File: src/rtl/alarm_match_pkg.sv
package alarm_match_pkg;
  localparam int ADDR_W = 2;
  localparam logic [ADDR_W-1:0] LOC_MIN  = 2'd0;
  localparam logic [ADDR_W-1:0] LOC_HOUR = 2'd1;
  localparam logic [ADDR_W-1:0] LOC_DAY  = 2'd2;
  localparam logic [ADDR_W-1:0] LOC_CTRL = 2'd3;

  // control-register bit positions
  localparam int CTRL_MODE = 0;
  localparam int CTRL_IRQE = 1;
  localparam int CTRL_FLAG = 2;

  typedef struct packed {
    logic loadMin;
    logic loadHour;
    logic loadDay;
    logic loadCtrl;
    logic clearFlag;
    logic setFlag;
  } almStrobe_t;
endpackage

File: src/rtl/alarm_match_ctrl.sv
module alarm_match_ctrl
  import alarm_match_pkg::*;
#(
  parameter int DATA_W = 8
) (
  input  logic              clk,
  input  logic              rst_n,
  input  logic              regWr,
  input  logic [ADDR_W-1:0] regAddr,
  input  logic [DATA_W-1:0] regWdata,
  input  logic              minuteTick,
  input  logic              stopTime,
  input  logic              matchHit,
  output almStrobe_t        str
);
  always_comb begin
    str = '0;
    str.loadMin   = regWr && (regAddr == LOC_MIN);
    str.loadHour  = regWr && (regAddr == LOC_HOUR);
    str.loadDay   = regWr && (regAddr == LOC_DAY);
    str.loadCtrl  = regWr && (regAddr == LOC_CTRL);
    // writing 1 to the flag bit is ignored; only 0 clears
    str.clearFlag = str.loadCtrl && !regWdata[CTRL_FLAG];
    // the comparison is sampled only on the minute strobe, never while halted
    str.setFlag   = minuteTick && !stopTime && matchHit;
  end

  // halted timekeeping produces no event
  p_no_event_stopped_r9: assert property (@(posedge clk) disable iff (!rst_n)
    stopTime |-> !str.setFlag);

  // events only come with the minute strobe
  p_event_on_tick_r10: assert property (@(posedge clk) disable iff (!rst_n)
    str.setFlag |-> minuteTick);
endmodule

File: src/rtl/alarm_match_dp.sv
module alarm_match_dp
  import alarm_match_pkg::*;
#(
  parameter int DATA_W = 8,
  parameter int MIN_W  = 7,
  parameter int HOUR_W = 6,
  parameter int DAY_W  = 6,
  parameter int WEEK_W = 7
) (
  input  logic              clk,
  input  logic              rst_n,
  input  almStrobe_t        str,
  input  logic [DATA_W-1:0] regWdata,
  input  logic [ADDR_W-1:0] regAddr,
  input  logic [MIN_W-1:0]  curMin,
  input  logic [HOUR_W-1:0] curHour,
  input  logic [WEEK_W-1:0] curWeekday,
  input  logic [DAY_W-1:0]  curDay,
  output logic              matchHit,
  output logic              flagQ,
  output logic              irqEnQ,
  output logic [DATA_W-1:0] regRdata
);
  localparam int EN_BIT = DATA_W - 1;

  logic [DATA_W-1:0] almMinQ, almHourQ, almDayQ;
  logic              dayModeQ;

  always_ff @(posedge clk or negedge rst_n) begin
    if (!rst_n) begin
      almMinQ  <= '0;
      almHourQ <= '0;
      almDayQ  <= '0;
      dayModeQ <= 1'b0;
      irqEnQ   <= 1'b0;
    end else begin
      if (str.loadMin)  almMinQ  <= regWdata;
      if (str.loadHour) almHourQ <= regWdata;
      if (str.loadDay)  almDayQ  <= regWdata;
      if (str.loadCtrl) begin
        dayModeQ <= regWdata[CTRL_MODE];
        irqEnQ   <= regWdata[CTRL_IRQE];
      end
    end
  end

  // a new event has priority over a simultaneous clear
  always_ff @(posedge clk or negedge rst_n) begin
    if (!rst_n)             flagQ <= 1'b0;
    else if (str.setFlag)   flagQ <= 1'b1;
    else if (str.clearFlag) flagQ <= 1'b0;
  end

  // per-field comparison; a disabled field always passes
  logic minOk, hourOk, dayOk, weekHit, domHit, anyEn;
  always_comb begin
    minOk   = !almMinQ[EN_BIT]  || (almMinQ[MIN_W-1:0]  == curMin);
    hourOk  = !almHourQ[EN_BIT] || (almHourQ[HOUR_W-1:0] == curHour);
    weekHit = |(almDayQ[WEEK_W-1:0] & curWeekday);
    domHit  = (almDayQ[DAY_W-1:0] == curDay);
    dayOk   = !almDayQ[EN_BIT] || (dayModeQ ? domHit : weekHit);
    anyEn   = almMinQ[EN_BIT] | almHourQ[EN_BIT] | almDayQ[EN_BIT];
    matchHit = anyEn && minOk && hourOk && dayOk;
  end

  always_comb begin
    regRdata = '0;
    case (regAddr)
      LOC_MIN:  regRdata = almMinQ;
      LOC_HOUR: regRdata = almHourQ;
      LOC_DAY:  regRdata = almDayQ;
      default: begin
        regRdata[CTRL_MODE] = dayModeQ;
        regRdata[CTRL_IRQE] = irqEnQ;
        regRdata[CTRL_FLAG] = flagQ;
      end
    endcase
  end

  // the flag is sticky until a clear strobe arrives
  p_flag_sticky_r7: assert property (@(posedge clk) disable iff (!rst_n)
    flagQ && !str.clearFlag |=> flagQ);

  // a clear without a competing event drops the flag
  p_flag_clear_r7: assert property (@(posedge clk) disable iff (!rst_n)
    str.clearFlag && !str.setFlag |=> !flagQ);
endmodule

File: src/rtl/alarm_match_top.sv
module alarm_match_top
  import alarm_match_pkg::*;
#(
  parameter int DATA_W = 8,
  parameter int MIN_W  = 7,
  parameter int HOUR_W = 6,
  parameter int DAY_W  = 6,
  parameter int WEEK_W = 7
) (
  input  logic              clk,
  input  logic              rst_n,
  input  logic              regWr,
  input  logic [1:0]        regAddr,
  input  logic [7:0]        regWdata,
  output logic [7:0]        regRdata,
  input  logic              minuteTick,
  input  logic              stopTime,
  input  logic [6:0]        curMin,
  input  logic [5:0]        curHour,
  input  logic [6:0]        curWeekday,
  input  logic [5:0]        curDay,
  output logic              alarmFlag,
  output logic              irqN
);
  almStrobe_t str;
  logic matchHit, irqEnQ;

  alarm_match_ctrl #(.DATA_W(DATA_W)) ctrl_i (
    .clk(clk), .rst_n(rst_n), .regWr(regWr), .regAddr(regAddr),
    .regWdata(regWdata), .minuteTick(minuteTick), .stopTime(stopTime),
    .matchHit(matchHit), .str(str)
  );

  alarm_match_dp #(.DATA_W(DATA_W), .MIN_W(MIN_W), .HOUR_W(HOUR_W),
                   .DAY_W(DAY_W), .WEEK_W(WEEK_W)) dp_i (
    .clk(clk), .rst_n(rst_n), .str(str), .regWdata(regWdata),
    .regAddr(regAddr), .curMin(curMin), .curHour(curHour),
    .curWeekday(curWeekday), .curDay(curDay), .matchHit(matchHit),
    .flagQ(alarmFlag), .irqEnQ(irqEnQ), .regRdata(regRdata)
  );

  // open-drain model: 0 pulls low, 1 means released
  assign irqN = !(alarmFlag && irqEnQ);

  // the line is never pulled low without a pending flag
  p_irq_needs_flag_r8: assert property (@(posedge clk) disable iff (!rst_n)
    !irqN |-> alarmFlag);

  // a rising flag follows an unstopped strobe cycle
  p_rise_after_tick_r10: assert property (@(posedge clk) disable iff (!rst_n)
    $rose(alarmFlag) |-> $past(minuteTick && !stopTime));
endmodule

File: config.mk
export PLATFORM = sky130hd
export DESIGN_NAME = alarm_match_top
export DESIGN_NICKNAME = d
export VERILOG_FILES = /design/src/rtl/alarm_match_pkg.sv /design/src/rtl/alarm_match_ctrl.sv /design/src/rtl/alarm_match_dp.sv /design/src/rtl/alarm_match_top.sv
export SDC_FILE = /design/constraint.sdc
export NUM_CORES = 1
export LEC_CHECK = 0
export ABC_AREA = 1
export BUFFER_PORTS_ARGS = -buffer_cell sky130_fd_sc_hd__buf_2
export CELL_PAD_IN_SITES_DETAIL_PLACEMENT = 2
export CELL_PAD_IN_SITES_GLOBAL_PLACEMENT = 2
export CORE_AREA = 2 2 78 80
export DETAILED_ROUTE_END_ITERATION = 16
export DIE_AREA = 0 0 80 82
export HOLD_SLACK_MARGIN = 0.1
export PLACE_DENSITY_LB_ADDON = 0.1
export SYNTH_ARGS = -nofsm -noshare
export SYNTH_HDL_FRONTEND = slang
export SYNTH_SLANG_ARGS = --single-unit
export TNS_END_PERCENT = 100
File: constraint.sdc
create_clock -name clk -period 1.64 [get_ports clk]
set_input_delay 0.328 -clock clk [delete_from_list [all_inputs] [get_ports clk]]
set_output_delay 0.328 -clock clk [all_outputs]
set_load 0.01 [all_outputs]
==> metrics.cfg <==
[outcome]
outcome = completed

[critical_path]
regToRegSetupSlack_ns = 0.36
reg2regPathDepth = 8
r2r-start = dp_i.almMinQ[0]
cp-end-kind = output port
critPathMaxStageDelay_ns = 0.47
crit_family = flip-flops
cp-start-kind = flip-flop
crit_chain = a221oi_2 -> o21ai_1 -> buf_2
critical_path_buf_inv_count = 1
cp_max_fo = 4
r2r-end = dp_i.flagQ
cpMaxStageDelayCell = dfrtp_2
arrival_ns = 1.31
required_ns = 1.31
crit_type = flip-flop to output port

[die]
num_io_pins = 51
coreArea_sq_um = 5750
die-height_um = 82
rows = 28
die-area_sq_um = 6560
die_width_um = 80
initial_core_util_pct = 28.9

[synth]
synth_top_family_by_area = simple AND/OR/NAND/NOR gates
yosysUniqueCellTypes = 21
synthXorXnorAreaFrac_pct = 4.74
synth_top_area_cell = dfrtp_1
synth_compound_area_share_pct = 17.2
synth_edf_count = 0
syn_inst = 221
synthDominantCellAreaShare_pct = 40.7
synthArstFlopShare_pct = 100
syn_nets = 262
syn_area_per_cell_sq_um = 7.52
seq_area_frac_synth_pct = 40.7
synthAdderAreaFrac_pct = 0
syn-cell-area_sq_um = 1660
ys_ff_latch = 27
synthTopCellsByCount = nand2_1, inv_1, dfrtp_1
synth_ff_type = dfrtp_1
ys_warn_count = 0
synth_mux_area_share_pct = 0
synth_area_leaders = dfrtp_1, nand2_1, o21ai_2
yosysMostFrequentCell = nand2_1
yosys.area_share.simple_pct = 27.9

[routing]
post_drt_via_cell_ratio = 4.60
ant_nets = 0
route.met2.wl_um = 2690
highest_layer = met4
drt_iter0_drc = 58
drc = 0
drt_wl_total_um = 5250
m1WireLength_um = 2360
dr.pass1.iters = 4
wl_per_cell_um = 14.9
num_vias = 1620
met3WireLength_um = 155

[global_route]
grt_pass1_vias = 1795
grt_pass1_wl_um = 8790
grt_max_degree = 28
overflow = 0
grt.total_usage_pct = 17.7
antenna_found_initial = 0

[layout]
drive_above_1_share_pct = 31.0
antenna_cells = 0
synthToLayoutAreaGrowth_pct = 24.9
nets = 319
final_cells = 352
fillers = 697

[hold_path]
hold_path_class = input pin to flip-flop
hold_end = dp_i.flagQ
worstHoldPathCells = 3
min_from = regWdata[2]

[timing]
finalClockSkew_ns = 0.00280
max_freq_mhz = 610
finalHoldViolations = 0
layout_min_cycle_time_ns = 1.64
postLayoutSetupSlackWorst_ns = 0.00119
setup_viol = 0
maxSlewHeadroom_pct = 58.8
grt_setup_unrepaired = true
period_share_pct = 99.9
finalSetupTns_ns = 0
slew_viol_final = 0
worst_pin_slew_ns = 0.617

[run]
maxCapViolations = 0

[pwr]
vdd_drop_max_mv = 0.308
powerDensity_nw_per_um2 = 911
p_leak_uw = 0.00112
power_uw = 1890

[clocking]
path_clk_slew_ns = 0.10
clk_latency_ns = 0.28
cts_tree = yes
cts_root_buffer = clkbuf_8
cts_buffers = 3
clockBufferDepth = 2
cts.sink_count = 27
h-tree-depth = 1

[placed_design]
port_buffers = 50
placedCellCount = 344
dp_hpwl_um = 4230
routabilityCongestion = 0.727
place_ws_ns = -0.00785

## through the flow
step | cell area (sq um) | hold slack [ns] | utilization, %
after floorplan | 1660 | 0.0324 | -
after global placement | 1980 | 0.398 | 34.5
after detailed placement | 1980 | 0.391 | 34.5
after CTS | 2060 | 0.314 | 35.9
after global routing | 2080 | 0.338 | 36.1
final | 2080 | 0.319 | 36.1
## report_power, final
group	internal [uW]	switching (uW)	leakage [uW]
Sequential	778	116	0.000335
Combinational	250	339	0.000762
Clock	173	235	0.0000217
## cell type report
cell class | instances | area [sq um] | area share [%]
Clock buffer | 3 | 41.3 | 1.99
Inverter | 32 | 123 | 5.91
Multi-Input combinational cell | 159 | 843 | 40.6
Tap cell | 75 | 93.8 | 4.52
Timing Repair Buffer | 55 | 290 | 14.0
Clock inverter | 1 | 7.51 | 0.362
Sequential cell | 27 | 677 | 32.6
## layer usage
metal / global-route usage, % / vias up
li1: - / 806
met1: 22.2 / 780
met2: 32.5 / 29
met3: 2.09 / 5
met4: 4.07 / 0
met5: 0 / -
## timing repair
action | in CTS | in global routing
endpoints found under the hold margin | 27 | 0
buffers inserted | 2 | 1
endpoints found under the setup margin | 1 | 2
pin swaps | 0 | 1
gates resized for setup | 4 | 3
hold buffers | 1 | 0
## how the worst max path moves through the flow
stage | start | end | depth (start not counted)
2_1_floorplan | regAddr[1] | regRdata[0] | 4
3_3_place_gp | regAddr[1] | regRdata[0] | 7
3_5_place_dp | regAddr[1] | regRdata[0] | 7
4_1_cts | dp_i.almHourQ[0] | regRdata[0] | 5
5_1_grt | dp_i.almHourQ[0] | regRdata[0] | 5
6_report | dp_i.almDayQ[0] | regRdata[0] | 3
## registers in the layout, summed over array words and instances (netlist names)
register and flops:
dp_i.flagQ 1, dp_i.almMinQ 8, dp_i.almDayQ 8, dp_i.dayModeQ 1, dp_i.almHourQ 8, dp_i.irqEnQ 1
## cell usage in the layout (no fill, tap or decap)
cell | Yosys | layout
o22ai_1 | 1 | 1
inv_2 | 0 | 2
nand2_1 | 85 | 85
nor2_4 | 2 | 3
o21ai_0 | 14 | 13
xor2_1 | 3 | 3
o211ai_1 | 2 | 2
o2111ai_1 | 1 | 1
clkinvlp_4 | 0 | 1
o21ai_2 | 16 | 16
nor2_1 | 12 | 11
nand3b_1 | 1 | 1
a21oi_1 | 3 | 3
a221oi_2 | 0 | 1
xnor2_1 | 6 | 6
dfrtp_1 | 27 | 26
nand3_1 | 5 | 5
buf_4 | 0 | 4
buf_2 | 0 | 50
clkbuf_8 | 0 | 3
inv_1 | 31 | 29
o221ai_1 | 2 | 2
dlygate4sd3_1 | 0 | 1
o21ai_1 | 1 | 2
nand2_4 | 4 | 4
inv_4 | 1 | 1
dfrtp_2 | 0 | 1
## cells by family (layout without fill, tap and decap cells)
kind of cell,after synthesis,in the layout
XOR/XNOR,9,9
AO/OA/AOI/OAI,41,41
flip-flops,27,27
AND/OR/NAND/NOR,109,109
buffers and inverters,35,91
## worst register-to-register path: cells and delay by family, from the launching register on
kind	cells	cell delay, ns
flops	1	0.43
xor+xnor	1	0.14
simple gates	6	0.51
buf+inv	1	0.16
Power figures use the tool's default switching activity.
